`src/rtl/drowsy_wake_pkg.sv`:
```
package drowsy_wake_pkg;

    // request sources merged into the next wake mask
    typedef enum logic [1:0] {
        SRC_PRED  = 2'd0,
        SRC_REDIR = 2'd1,
        SRC_FETCH = 2'd2
    } wake_src_e;

    localparam int unsigned NUM_SRC = 3;

    // decoded placement of a fetch block in the line array
    typedef struct packed {
        logic        valid;
        logic        spans;
    } block_info_t;

    function automatic logic spans_boundary(input int unsigned offset,
                                            input int unsigned line_bytes,
                                            input int unsigned fetch_bytes);
        return (offset + fetch_bytes) > line_bytes;
    endfunction

endpackage

```
`src/rtl/dwc_line_decode.sv`:
```
module dwc_line_decode
    import drowsy_wake_pkg::*;
#(
    parameter int unsigned ADDR_W      = 12,
    parameter int unsigned LINE_BYTES  = 16,
    parameter int unsigned NUM_LINES   = 8,
    parameter int unsigned FETCH_BYTES = 8
) (
    input  logic                 en,
    input  logic [ADDR_W-1:0]    addr,
    output logic [NUM_LINES-1:0] mask
);
    localparam int unsigned OFF_W = $clog2(LINE_BYTES);
    localparam int unsigned IDX_W = $clog2(NUM_LINES);

    logic [OFF_W-1:0] offset;
    logic [IDX_W-1:0] idx_lo;
    logic [IDX_W-1:0] idx_hi;
    block_info_t      info;

    always_comb begin
        offset      = addr[OFF_W-1:0];
        idx_lo      = addr[OFF_W +: IDX_W];
        idx_hi      = idx_lo + 1'b1;
        info.valid  = en;
        info.spans  = spans_boundary(int'(offset), LINE_BYTES, FETCH_BYTES);
        mask        = '0;
        if (info.valid) begin
            mask[idx_lo] = 1'b1;
            if (info.spans) begin
                mask[idx_hi] = 1'b1;
            end
        end
    end
endmodule

```
`src/rtl/dwc_line_state.sv`:
```
module dwc_line_state #(
    parameter int unsigned NUM_LINES = 8
) (
    input  logic                 clk,
    input  logic                 rst,
    input  logic [NUM_LINES-1:0] next_awake,
    output logic [NUM_LINES-1:0] awake
);
    always_ff @(posedge clk) begin
        if (rst) begin
            awake <= '0;
        end else begin
            awake <= next_awake;
        end
    end
endmodule

```
`src/rtl/dwc_stall_check.sv`:
```
module dwc_stall_check #(
    parameter int unsigned NUM_LINES = 8
) (
    input  logic                 fetch_valid,
    input  logic [NUM_LINES-1:0] fetch_mask,
    input  logic [NUM_LINES-1:0] awake,
    output logic                 stall
);
    always_comb begin
        stall = fetch_valid && ((fetch_mask & ~awake) != '0);
    end
endmodule

```
`src/rtl/drowsy_wake_ctrl.sv`:
```
module drowsy_wake_ctrl
    import drowsy_wake_pkg::*;
#(
    parameter int unsigned ADDR_W      = 12,
    parameter int unsigned LINE_BYTES  = 16,
    parameter int unsigned NUM_LINES   = 8,
    parameter int unsigned FETCH_BYTES = 8
) (
    input  logic                 clk,
    input  logic                 rst,
    input  logic                 pred_valid,
    input  logic [ADDR_W-1:0]    pred_addr,
    input  logic                 redir_valid,
    input  logic [ADDR_W-1:0]    redir_addr,
    input  logic                 fetch_valid,
    input  logic [ADDR_W-1:0]    fetch_addr,
    output logic [NUM_LINES-1:0] wake_en,
    output logic                 stall
);
    logic [NUM_SRC-1:0]                src_en;
    logic [NUM_SRC-1:0][ADDR_W-1:0]    src_addr;
    logic [NUM_SRC-1:0][NUM_LINES-1:0] src_mask;
    logic [NUM_LINES-1:0]              next_awake;

    always_comb begin
        src_en[SRC_PRED]    = pred_valid;
        src_addr[SRC_PRED]  = pred_addr;
        src_en[SRC_REDIR]   = redir_valid;
        src_addr[SRC_REDIR] = redir_addr;
        src_en[SRC_FETCH]   = fetch_valid;
        src_addr[SRC_FETCH] = fetch_addr;
    end

    for (genvar s = 0; s < NUM_SRC; s++) begin : g_decode
        dwc_line_decode #(
            .ADDR_W(ADDR_W), .LINE_BYTES(LINE_BYTES),
            .NUM_LINES(NUM_LINES), .FETCH_BYTES(FETCH_BYTES)
        ) u_dec (
            .en(src_en[s]), .addr(src_addr[s]), .mask(src_mask[s])
        );
    end

    dwc_stall_check #(.NUM_LINES(NUM_LINES)) u_stall (
        .fetch_valid(fetch_valid),
        .fetch_mask (src_mask[SRC_FETCH]),
        .awake      (wake_en),
        .stall      (stall)
    );

    always_comb begin
        next_awake = src_mask[SRC_PRED] | src_mask[SRC_REDIR];
        if (stall) begin
            next_awake = next_awake | src_mask[SRC_FETCH];
        end
    end

    dwc_line_state #(.NUM_LINES(NUM_LINES)) u_state (
        .clk(clk), .rst(rst), .next_awake(next_awake), .awake(wake_en)
    );
endmodule

```
`config.mk`:
```
export PLATFORM = sky130hd
export DESIGN_NAME = drowsy_wake_ctrl
export DESIGN_NICKNAME = d
export VERILOG_FILES = /design/src/rtl/drowsy_wake_pkg.sv /design/src/rtl/dwc_line_decode.sv /design/src/rtl/dwc_line_state.sv /design/src/rtl/dwc_stall_check.sv /design/src/rtl/drowsy_wake_ctrl.sv
export SDC_FILE = /design/constraint.sdc
export NUM_CORES = 1
export LEC_CHECK = 0
export ABC_AREA = 1
export ABC_CLOCK_PERIOD_IN_PS = 3450
export BUFFER_PORTS_ARGS = -buffer_cell sky130_fd_sc_hd__buf_4
export CELL_PAD_IN_SITES_DETAIL_PLACEMENT = 0
export CELL_PAD_IN_SITES_GLOBAL_PLACEMENT = 1
export CORE_AREA = 10 10 70 72
export DETAILED_ROUTE_END_ITERATION = 16
export DIE_AREA = 0 0 80 82
export PLACE_DENSITY = 0.82
export SLEW_MARGIN = 0
export SYNTH_ARGS = -nofsm -noshare
export SYNTH_HDL_FRONTEND = slang
export SYNTH_SLANG_ARGS = --single-unit
```
`constraint.sdc`:
```
create_clock -name clk -period 3.45 [get_ports clk]
set_input_delay 0.1725 -clock clk [delete_from_list [all_inputs] [get_ports clk]]
set_output_delay 0.1725 -clock clk [all_outputs]
set_load 0.02 [all_outputs]
```
# Word-level counts from Yosys, hierarchy flattened
# Cells that the tools add are included.
[op_classes]
addsub = 6
magnitude_cmp = 15
n_mux = 19
bitwise = 7
n_reduce_logical = 8
[ops]
columns = ["cell", "count"]
rows = [
  ["$gt A32 B5 Y1 const B", 3],
  ["$mux W8", 7],
  ["$or A8 B8 Y8", 5],
  ["$lt A3 B4 Y1 const B", 6],
  ["$demux W1 S3", 6],
  ["$ge A3 B1 Y1 const B", 6],
  ["$add A4 B4 Y5 const B", 3],
  ["$add A3 B1 Y3 const B", 3],
  ["$and A8 B8 Y8", 1],
  ["$not A8 Y8", 1],
  ["$reduce_bool A8 Y1", 1],
  ["$logic_and A1 B1 Y1", 7],
  ["$mux W1", 6],
]
[totals]
reg_bits = 8
in_bits = 41
out_inout_bits = 9
wordCells = 56

# Depth between registers and ports, before layout
# Gate-level depths: netlist of run 1.
[depth]
word_depth = 12
mapped_depth = 13
mapped_depth_nobuf = 13

# Cells and area by module
# A second synthesis of run 1 with hierarchy kept.
[hier_totals]
hier_cells = 239
hier_area_um2 = 1123.6
[by_module_without_submodules]
columns = ["module", "n_inst", "cells_per_inst", "area_each_um2", "seq_area_each_um2"]
rows = [
  ["dwc_line_decode", 3, 55, 235.2, 0.0],
  ["dwc_line_state", 1, 25, 231.5, 160.2],
  ["drowsy_wake_ctrl", 1, 25, 95.1, 0.0],
  ["dwc_stall_check", 1, 24, 91.3, 0.0],
]

# Worst setup path after synthesis of run 1
# No wires, ideal clock.
[synth_timing]
path_kind = "input -> register"
start = "input fetch_addr[4]"
end = "register u_state.awake[4]"
setup_time_ns = 0.118
arrival_ns = 1.250
required_ns = 3.332
slack_ns = 2.082
path_stages = 11
path_buffers = 0
path_cell_list = "ha_1 > inv_1 > nor2_1 > nand2_1 > nand2_1 > nand3_1 > nand2_1 > nor2_1 > nand2_4 > nand2_1 > a21oi_2"
[synth_via]
elab_chain_cells = 12
word_cells_on_any_way = 19
classes_between = "add/sub: 1; order compare: 4; mux: 7; bitwise: 3; reduce/logical: 4"
[synth_rtl]
columns = ["item", "line_no", "text"]
rows = [
  ["start, declared", "drowsy_wake_ctrl.sv:16", "input logic [ADDR_W-1:0] fetch_addr,"],
  ["$add A3 B1 Y3", "dwc_line_decode.sv:24", "idx_hi = idx_lo + 1'b1;"],
  ["$lt A3 B4 Y1 (implied by the code) / $ge A3 B1 Y1 (equally long branches)", "dwc_line_decode.sv:31", "mask[idx_hi] = 1'b1;"],
  ["$logic_and A1 B1 Y1 (implied by the code)", "dwc_line_decode.sv:31", ""],
  ["$mux W1 (implied by the code)", "dwc_line_decode.sv:31", ""],
  ["$demux W1 S3", "n/a", ""],
  ["$or A8 B8 Y8 (no source line)", "n/a", ""],
  ["$mux W8 *", "dwc_line_decode.sv:30", "if (info.spans) begin"],
  ["$mux W8 *", "dwc_line_decode.sv:28", "if (info.valid) begin"],
  ["$and A8 B8 Y8 *", "dwc_stall_check.sv:10", "stall = fetch_valid && ((fetch_mask & ~awake) != '0);"],
  ["$reduce_bool A8 Y1 *", "dwc_stall_check.sv:10", ""],
  ["$logic_and A1 B1 Y1 *", "dwc_stall_check.sv:10", ""],
  ["named net stall", "drowsy_wake_ctrl.sv:18", "output logic stall"],
  ["$mux W8 *", "drowsy_wake_ctrl.sv:52", "if (stall) begin"],
  ["end signal, assigned", "dwc_line_state.sv:13", "awake <= next_awake;"],
  ["end, declared", "dwc_line_state.sv:7", "output logic [NUM_LINES-1:0] awake"],
]
# The timed path passes the listed nets; every way through them passes the cells marked *.
# A chain may end at the register's enable or synchronous reset.

# Worst setup path after layout of run 1
[layout_timing]
start = "input fetch_addr[4]"
end = "output stall"
[layout_via]
elab_chain_cells = 11
word_cells_on_any_way = 17
classes_between = "add/sub: 1; order compare: 4; mux: 6; bitwise: 2; reduce/logical: 4"
[layout_rtl]
columns = ["item", "line_no"]
rows = [
  ["$add A3 B1 Y3", "dwc_line_decode.sv:24"],
  ["$lt A3 B4 Y1 (implied by the code) / $ge A3 B1 Y1 (equally long branches)", "dwc_line_decode.sv:31"],
  ["$logic_and A1 B1 Y1 (implied by the code)", "dwc_line_decode.sv:31"],
  ["$mux W1 (implied by the code)", "dwc_line_decode.sv:31"],
  ["$demux W1 S3", "n/a"],
  ["$or A8 B8 Y8 (no source line)", "n/a"],
  ["$mux W8 *", "dwc_line_decode.sv:30"],
  ["$mux W8 *", "dwc_line_decode.sv:28"],
  ["$and A8 B8 Y8 *", "dwc_stall_check.sv:10"],
  ["$reduce_bool A8 Y1 *", "dwc_stall_check.sv:10"],
  ["$logic_and A1 B1 Y1 *", "dwc_stall_check.sv:10"],
  ["end, declared", "drowsy_wake_ctrl.sv:18"],
]
# Every way passes the cells marked *; elsewhere a longest branch is shown, timed or not.

==> results.sh, run 1 <==
export IMPL_antenna_found_initial=0
export IMPL_setup_viol=0
export IMPL_arrival_ns=1.58
export IMPL_async_flop_share_pct=0
export IMPL_largest_register="u_state.awake"
export IMPL_ys_warn_count=0
export IMPL_regArea_um2=160
export IMPL_die_width_um=80
export IMPL_die_area_um2=6560
export IMPL_worst_ep_required_time_ns=3.28
export IMPL_min_period_ns=1.75
export IMPL_status="finished, final reports clean"
export IMPL_synth_edf_count=0
export IMPL_postSynthCellCount=200
export IMPL_cts_inserted_buffers=3
export IMPL_cpMaxStageDelayCell="ha_1"
export IMPL_synth_seq_cells=8
export IMPL_reg_largest_list="u_state.awake (8)"
export IMPL_yosysSeqAreaShare_pct=15.0
export IMPL_synth_area_per_cell_um2=5.32
export IMPL_first_pass_iters=4
export IMPL_met1_usage_pct=9.75
export IMPL_gr_usage_met2_pct=14.4
export IMPL_path_clk_slew_ns=0.05
export IMPL_grt_use_met3_pct=1.09
export IMPL_num_nets_final=276
export IMPL_drive_above_1_share_pct=18.7
export IMPL_ys_types=23
export IMPL_fin_cells=278
export IMPL_fin_skew_ns=0.00119
export IMPL_ios=50
export IMPL_fmax_ghz=0.571
export IMPL_worst_pin_slew_ns=0.296
export IMPL_total_power_mw=0.346
export IMPL_cp_cell_sequence="buf_4 -> ha_1 -> inv_1 -> nand2_1 -> nand2_1 -> nor2_1 -> nand2_1 -> nand2_1 -> nand3_1 -> nand2_1 -> nor2_1 -> nand2_4 -> buf_4"
export IMPL_multiInputGateArea_um2=748
export IMPL_leakage_nw=0.761
export IMPL_vdd_drop_max_v=0.0000754
export IMPL_coreArea_um2=3580
export IMPL_synth_main_ff_cell="dfxtp_1"
export IMPL_period_share_pct=50.8
export IMPL_hold_class="input pin to flop"
export IMPL_die_y_um=82
export IMPL_slew_violations=0
export IMPL_clkSinkCount=8
export IMPL_grt_pass1_vias=1050
export IMPL_htree_num_levels=1
export IMPL_synth_nets=244
export IMPL_drt_wl_total_um=2820
export IMPL_grt_usage_pct=8.28
export IMPL_grt_max_degree=15
export IMPL_row_count=22
export IMPL_cap_viol_max_count=0
export IMPL_cts_root_buffer="clkbuf_4"
export IMPL_crit_top_cell="nand2_1"
export IMPL_synth_cell_area_um2=1060
export IMPL_crit_path_max_incr_delay_ns=0.23
export IMPL_critPathLaunchType="input pin"
export IMPL_vias_per_cell=4.50
export IMPL_vias=1252
export IMPL_diodes=0
export IMPL_clockBufferDepth=2
export IMPL_crit_type="input pin to output port"
export IMPL_antenna_left=0
export IMPL_cts_hold_fix_buffers=0
export IMPL_largest_reg_flops=8
export IMPL_wl_per_cell_um=10.1
export IMPL_p_per_area_nw_per_um2=255
export IMPL_grt_overflow=0
export IMPL_place_congestion=0.800
export IMPL_busiest_layer="met2"
export IMPL_area_growth_pct=27.6
export IMPL_cts_setup_buffers=0
export IMPL_grt_pass1_wl_um=4490
export IMPL_post_cts_resized=0
export IMPL_hold_viol_final=0
export IMPL_hpwlAfterDp_um=2390
export IMPL_regToRegSetupSlack_ns=2.43
export IMPL_fin_setup_tns_ns=0
export IMPL_dp_cells=275
export IMPL_crit_path_end_kind="output port"
export IMPL_nFillCells=426
export IMPL_grt_setup_unrepaired="no"
export IMPL_cts_tree="done"
export IMPL_timing_critical_path_fanout_max=14
export IMPL_drc=0
export IMPL_drt_first_iter_violations=39
export IMPL_initial_core_util_pct=29.8
export IMPL_port_buffers=34
export IMPL_clock_latency_ns=0.25
export IMPL_slew_headroom_pct=80.3
-- kinds of logic (layout without fill, tap and decap cells) --
kind of cell	Yosys count	after routing	share of synthesized area, %
simple gates	120	120	47.6
buf+inv	37	67	14.7
compound gates	30	30	17.5
flops	8	8	15.0
fa+ha+maj	3	3	3.53
xor+xnor	2	2	1.65
-- area by class of cell --
| cell class | instances | area share [%] |
|---|---|---|
| clock buffer | 3 | 1.66 |
| inverter | 30 | 8.29 |
| multi-input combinational | 155 | 55.1 |
| sequential | 8 | 11.8 |
| timing repair buffer | 34 | 18.8 |
| tap | 48 | 4.42 |
-- path summary, 6_finish.rpt --
check	startpoint	depth (start not counted)	end
max	fetch_addr[4]	13	stall
min	rst	2	u_state.awake[4]
max reg2reg	u_state.awake[7]	7	u_state.awake[7]
min reg2reg	u_state.awake[4]	7	u_state.awake[1]
-- cell usage after synthesis, types with 2 or more instances --
library cell	count	area, um^2
a21boi_0	8	60.1
a21oi_1	13	65.1
a21oi_2	2	17.5
buf_2	3	15.0
clkbuf_1	2	7.51
dfxtp_1	8	160
ha_1	3	37.5
inv_1	29	109
nand2_1	74	278
nand3_1	25	125
nand3b_1	3	22.5
nor2_1	14	52.6
o211ai_1	2	15.0
o21ai_0	4	20.0
or2_2	2	12.5
-- critical path: cells and delay by family --
kind                       cells  cell delay [ns]
adders and majority gates      1             0.23
and+or+nand+nor                9             0.77
buffers and inverters          3             0.41
-- layout by cell type, fill, tap and decap left out --
cell type / netlist / final
a21oi_1: 13 / 13
xnor2_1: 1 / 1
clkbuf_4: 0 / 3
nand2_4: 1 / 1
nor2_1: 14 / 14
a21oi_2: 2 / 2
buf_4: 0 / 34
nor3_1: 1 / 1
nand3b_1: 3 / 3
ha_1: 3 / 3
inv_2: 1 / 1
o31a_1: 1 / 1
o21ai_0: 4 / 4
or2_2: 2 / 2
xor2_1: 1 / 1
nand3_1: 25 / 25
inv_1: 29 / 29
o211ai_1: 2 / 2
nand2_1: 74 / 74
a21boi_0: 8 / 8
dfxtp_1: 8 / 8
-- power by group --
part	switching [mW]	leakage [nW]	total, mW	internal (mW)
Combinational	0.0983	0.681	0.171	0.0727
Sequential	0.00395	0.0663	0.105	0.101
Clock	0.0304	0.0138	0.0701	0.0397
-- layer usage --
layer / vias up / share of wire [%]
met5: - / 0
met4: 0 / 1.6
met3: 4 / 4.4
met2: 37 / 48
met1: 520 / 46
li1: 691 / -
-- through the flow --
step / util, % / hold WS [ns] / area, um^2 / worst slack (ns)
2_1_floorplan: - / 0.475 / 1060 / 2.08
3_3_place_gp: 37.3 / 0.401 / 1340 / 1.70
3_5_place_dp: 37.3 / 0.408 / 1340 / 1.69
4_1_cts: 38.0 / 0.139 / 1360 / 1.69
5_1_grt: 38.0 / 0.150 / 1360 / 1.55
6_report: 38.0 / 0.142 / 1360 / 1.70
Power figures use the tool's default switching activity.
==> run 2, diff against run 1 <==
--- a/config.mk
+++ b/config.mk
@@ -6,14 +6,14 @@
 export NUM_CORES = 1
 export LEC_CHECK = 0
 export ABC_AREA = 1
-export ABC_CLOCK_PERIOD_IN_PS = 3450
+export ABC_CLOCK_PERIOD_IN_PS = 1800
 export BUFFER_PORTS_ARGS = -buffer_cell sky130_fd_sc_hd__buf_4
 export CELL_PAD_IN_SITES_DETAIL_PLACEMENT = 0
 export CELL_PAD_IN_SITES_GLOBAL_PLACEMENT = 1
-export CORE_AREA = 10 10 70 72
+export CORE_AREA = 10 10 72 74
 export DETAILED_ROUTE_END_ITERATION = 16
-export DIE_AREA = 0 0 80 82
-export PLACE_DENSITY = 0.82
+export DIE_AREA = 0 0 82 84
+export PLACE_DENSITY = 0.77
 export SLEW_MARGIN = 0
 export SYNTH_ARGS = -nofsm -noshare
 export SYNTH_HDL_FRONTEND = slang
==> constraint.sdc (replaced) <==
create_clock -name clk -period 1.8 [get_ports clk]
set_input_delay 0.09 -clock clk [delete_from_list [all_inputs] [get_ports clk]]
set_output_delay 0.09 -clock clk [all_outputs]
set_load 0.02 [all_outputs]
==> run 2 against run 1 <==
Net effect: die area is 5.0% higher; global-route usage increased by 0.28 points; design area is 1.6% higher; setup slack got worse by 1.5 ns; total power increased by 110%; flip-flop and latch count unchanged; first-iteration DRC count up 26%; wire length decreased by 2.0%; clock power grew to 3.0 times the previous value; sequential share of layout area shrank 0.18 points.
==> results.sh, run 2 (synthesized netlist as in run 1, its figures left out) <==
export IMPL_slew_headroom_pct=79.3
export IMPL_final_cell_mix="nand2_1 (74), buf_4 (34), inv_1 (29)"
export IMPL_htree_num_levels=1
export IMPL_dp_cells=277
export IMPL_hold_class="input pin to flop"
export IMPL_antenna_left=0
export IMPL_layout_commonest_cell="nand2_1"
export IMPL_path_clk_slew_ns=0.04
export IMPL_num_nets_final=276
export IMPL_post_cts_resized=0
export IMPL_min_period_ns=1.60
export IMPL_cts_hold_fix_buffers=0
export IMPL_worst_pin_slew_ns=0.310
export IMPL_regArea_um2=160
export IMPL_cts_inserted_buffers=3
export IMPL_worst_ep_required_time_ns=1.71
export IMPL_grt_setup_unrepaired="no"
export IMPL_clkSinkCount=8
export IMPL_crit_type="input pin to output port"
export IMPL_grt_usage_pct=8.55
export IMPL_grt_use_met3_pct=2.05
export IMPL_grt_pass1_wl_um=4970
export IMPL_fmax_ghz=0.627
export IMPL_met1_usage_pct=9.99
export IMPL_row_count=23
export IMPL_cts_tree="done"
export IMPL_drt_wl_total_um=2760
export IMPL_setup_viol=0
export IMPL_critPathLaunchType="input pin"
export IMPL_first_pass_iters=4
export IMPL_fin_cells=280
export IMPL_cap_viol_max_count=0
export IMPL_arrival_ns=1.51
export IMPL_reg_largest_list="u_state.awake (8)"
export IMPL_crit_path_end_kind="output port"
export IMPL_drt_first_iter_violations=49
export IMPL_timing_critical_path_fanout_max=14
export IMPL_port_buffers=34
export IMPL_vias=1232
export IMPL_vias_per_cell=4.40
export IMPL_largest_register="u_state.awake"
export IMPL_cts_root_buffer="clkbuf_8"
export IMPL_die_area_um2=6890
export IMPL_multiInputGateArea_um2=748
export IMPL_area_growth_pct=29.6
export IMPL_grt_overflow=0
export IMPL_die_y_um=84
export IMPL_leakage_nw=0.769
export IMPL_die_width_um=82
export IMPL_hpwlAfterDp_um=2400
export IMPL_fin_setup_tns_ns=0
export IMPL_diodes=0
export IMPL_largest_reg_flops=8
export IMPL_cts_setup_buffers=0
export IMPL_nFillCells=459
export IMPL_drc=0
export IMPL_busiest_layer="met2"
export IMPL_initial_core_util_pct=27.6
export IMPL_slew_violations=0
export IMPL_antenna_found_initial=0
export IMPL_wl_per_cell_um=9.86
export IMPL_drive_above_1_share_pct=18.7
export IMPL_gr_usage_met2_pct=13.9
export IMPL_ios=50
export IMPL_clockBufferDepth=2
export IMPL_clock_latency_ns=0.23
export IMPL_fin_skew_ns=0.000734
export IMPL_place_congestion=0.786
export IMPL_grt_max_degree=15
export IMPL_grt_pass1_vias=1217
export IMPL_coreArea_um2=3860
export IMPL_status="finished, final reports clean"
export IMPL_p_per_area_nw_per_um2=537
export IMPL_period_share_pct=88.6
export IMPL_hold_viol_final=0
export IMPL_vdd_drop_max_v=0.000145
==> run 2: cell counts in the layout (fill, tap and decap cells not counted) <==
No cell type changed its count.
==> run 2: critical path, stage by stage <==
cell     delay [ns]
buf_4          0.16
ha_1           0.23
inv_1          0.07
nand2_1        0.05
nand2_1        0.07
nor2_1         0.05
nand2_1        0.10
nand2_1        0.07
nand3_1        0.08
nand2_1        0.06
nor2_1         0.19
nand2_4        0.11
buf_4          0.17
==> run 2: where the power goes <==
group	internal [mW]	switching [mW]	total, mW	leakage [nW]
Sequential	0.195	0.00775	0.203	0.0663
Combinational	0.139	0.187	0.327	0.681
Clock	0.145	0.0670	0.212	0.0216
Total	0.479	0.262	0.741	0.769
==> run 2: path summary, 6_finish.rpt <==
path | start | endpoint | slack (ns) | depth (start not counted)
worst min register to register | u_state.awake[3] | u_state.awake[2] | 0.83 | 7
worst min-delay path | rst | u_state.awake[7] | 0.08 | 2
worst max-delay path | fetch_addr[4] | stall | 0.20 | 13
worst max register to register | u_state.awake[2] | u_state.awake[7] | 0.76 | 7
==> run 2: metal layers <==
layer,vias up,part of all wire (%)
met2,30,46
met3,5,6.5
li1,692,-
met5,-,0
met4,0,1.8
met1,505,46
==> run 2: layout make-up <==
class                      count  area share [%]
tap                           50            4.53
inverter                      30            8.16
timing repair buffer          34            18.5
multi-input combinational    155            54.2
sequential                     8            11.6
clock buffer                   3            2.99
==> run 2: metrics by stage <==
stage	power, mW	hold slack (ns)	util (%)	worst slack [ns]	cell area [um^2]
CTS	0.757	0.0778	35.8	0.190	1380
global route	0.814	0.0954	35.8	0.0272	1380
finish	0.741	0.0802	35.8	0.205	1380
floorplan	0.424	0.393	-	0.515	1060
global placement	0.537	0.317	34.7	0.215	1340
detailed placement	0.538	0.320	34.7	0.187	1340
==> run 3, diff against run 2 <==
--- a/config.mk
+++ b/config.mk
@@ -10,10 +10,11 @@
 export BUFFER_PORTS_ARGS = -buffer_cell sky130_fd_sc_hd__buf_4
 export CELL_PAD_IN_SITES_DETAIL_PLACEMENT = 0
 export CELL_PAD_IN_SITES_GLOBAL_PLACEMENT = 1
-export CORE_AREA = 10 10 72 74
+export CORE_AREA = 10 10 71 73
+export CTS_BUF_LIST = sky130_fd_sc_hd__clkbuf_8
 export DETAILED_ROUTE_END_ITERATION = 16
-export DIE_AREA = 0 0 82 84
-export PLACE_DENSITY = 0.77
+export DIE_AREA = 0 0 81 83
+export PLACE_DENSITY = 0.79
 export SLEW_MARGIN = 0
 export SYNTH_ARGS = -nofsm -noshare
 export SYNTH_HDL_FRONTEND = slang
==> run 3 against run 2 <==
Net effect: global-route usage fell by 0.37 points; combinational power barely moved; wire length fell by 0.11%; clock-buffer cell count did not move; critical endpoint unchanged.
==> results.sh, run 3 (synthesized netlist as in run 1, its figures left out) <==
export IMPL_status="finished, final reports clean"
export IMPL_largest_reg_flops=8
export IMPL_first_pass_iters=4
export IMPL_fmax_ghz=0.633
export IMPL_grt_pass1_wl_um=4660
export IMPL_post_cts_resized=0
export IMPL_min_path_cells=2
export IMPL_cp_cell_sequence="buf_4 -> ha_1 -> inv_1 -> nand2_1 -> nand2_1 -> nor2_1 -> nand2_1 -> nand2_1 -> nand3_1 -> nand2_1 -> nor2_1 -> nand2_4 -> buf_4"
export IMPL_multiInputGateArea_um2=748
export IMPL_crit_path_max_incr_delay_ns=0.23
export IMPL_critical_path_depth=13
export IMPL_grt_overflow=0
export IMPL_cpMaxStageDelayCell="ha_1"
export IMPL_htree_num_levels=1
export IMPL_clockBufferDepth=2
export IMPL_cts_tree="done"
export IMPL_hold_viol_final=0
export IMPL_hold_class="input pin to flop"
export IMPL_cts_root_buffer="clkbuf_8"
export IMPL_cts_inserted_buffers=3
export IMPL_crit_buf_inv=3
export IMPL_grt_usage_pct=8.18
export IMPL_met1_usage_pct=9.94
export IMPL_num_nets_final=276
export IMPL_period_share_pct=87.8
export IMPL_busiest_layer="met2"
export IMPL_drive_above_1_share_pct=18.7
export IMPL_cts_setup_buffers=0
export IMPL_vdd_drop_max_v=0.000139
export IMPL_path_clk_slew_ns=0.04
export IMPL_arrival_ns=1.49
export IMPL_grt_use_met3_pct=1.51
export IMPL_worst_pin_slew_ns=0.300
export IMPL_crit_path_end_kind="output port"
export IMPL_layout_commonest_cell="nand2_1"
export IMPL_drt_wl_total_um=2760
export IMPL_post_route_util_pct=37.9
export IMPL_reg_largest_list="u_state.awake (8)"
export IMPL_vias_per_cell=4.38
export IMPL_regArea_um2=160
export IMPL_die_area_um2=6720
export IMPL_crit_type="input pin to output port"
export IMPL_crit_top_cell="nand2_1"
export IMPL_grt_setup_unrepaired="no"
export IMPL_place_congestion=0.781
export IMPL_dp_cells=275
export IMPL_gr_usage_met2_pct=12.9
export IMPL_ios=50
export IMPL_cts_hold_fix_buffers=0
export IMPL_cap_viol_max_count=0
export IMPL_fin_skew_ns=0.00125
export IMPL_drt_first_iter_violations=28
export IMPL_grt_max_degree=15
export IMPL_hpwlAfterDp_um=2380
export IMPL_setup_viol=0
export IMPL_final_cell_mix="nand2_1 (74), buf_4 (34), inv_1 (29)"
export IMPL_critPathTopFamily="simple AND/OR/NAND/NOR gates"
export IMPL_area_growth_pct=29.4
export IMPL_clock_latency_ns=0.23
export IMPL_row_count=22
export IMPL_largest_register="u_state.awake"
export IMPL_critPathLaunchType="input pin"
export IMPL_leakage_nw=0.769
export IMPL_clkSinkCount=8
export IMPL_antenna_found_initial=0
export IMPL_r2r_cells=7
export IMPL_slew_headroom_pct=80.0
export IMPL_drc=0
export IMPL_die_y_um=83
export IMPL_worst_ep_required_time_ns=1.71
export IMPL_min_period_ns=1.58
export IMPL_diodes=0
export IMPL_grt_pass1_vias=1072
export IMPL_fin_setup_tns_ns=0
export IMPL_initial_core_util_pct=29.3
export IMPL_port_buffers=34
export IMPL_wl_per_cell_um=9.92
export IMPL_slew_violations=0
export IMPL_die_width_um=81
export IMPL_antenna_left=0
export IMPL_coreArea_um2=3630
export IMPL_fin_cells=278
export IMPL_timing_critical_path_fanout_max=14
export IMPL_nFillCells=425
export IMPL_p_per_area_nw_per_um2=539
export IMPL_vias=1219
run 3: cell counts in the layout (fill, tap and decap cells not counted):
No cell type changed its count.
run 3: worst paths after layout:
kind                    startpoint          endpoint  slack, ns
hold / removal                 rst  u_state.awake[4]       0.08
setup reg to reg  u_state.awake[7]  u_state.awake[7]       0.77
hold reg to reg   u_state.awake[4]  u_state.awake[3]       0.84
setup / recovery     fetch_addr[4]             stall       0.22
run 3: stage by stage:
stage / power (mW) / hold WS [ns] / cell area, um^2 / setup WS (ns)
after floorplan: 0.424 / 0.393 / 1060 / 0.515
final: 0.743 / 0.0810 / 1380 / 0.219
after CTS: 0.758 / 0.0795 / 1380 / 0.203
after global placement: 0.536 / 0.319 / 1340 / 0.208
after detailed placement: 0.536 / 0.324 / 1340 / 0.203
after global routing: 0.810 / 0.0926 / 1380 / 0.0504
run 3: layer usage:
metal	part of all wire (%)	vias up
li1	-	691
met1	45	494
met2	46	29
met3	5.7	5
met4	2.5	0
met5	0	-
run 3: area by class of cell:
cell class | instances | area share [%]
clock buffer | 3 | 3.00
inverter | 30 | 8.17
multi-input combinational | 155 | 54.3
sequential | 8 | 11.6
tap | 48 | 4.36
timing repair buffer | 34 | 18.5
run 3: report_power, final:
| part | internal (mW) | total, mW | switching (mW) |
|---|---|---|---|
| Sequential | 0.195 | 0.203 | 0.00800 |
| Clock | 0.145 | 0.214 | 0.0694 |
| Combinational | 0.139 | 0.326 | 0.187 |
| Total | 0.479 | 0.743 | 0.264 |
run 3: worst register-to-register path, delay by kind of cell, from the launching register on:
family / cells / cell delay (ns)
buffers and inverters: 1 / 0.04
flip-flops: 1 / 0.32
AND/OR/NAND/NOR: 5 / 0.51
AO/OA/AOI/OAI: 1 / 0.05
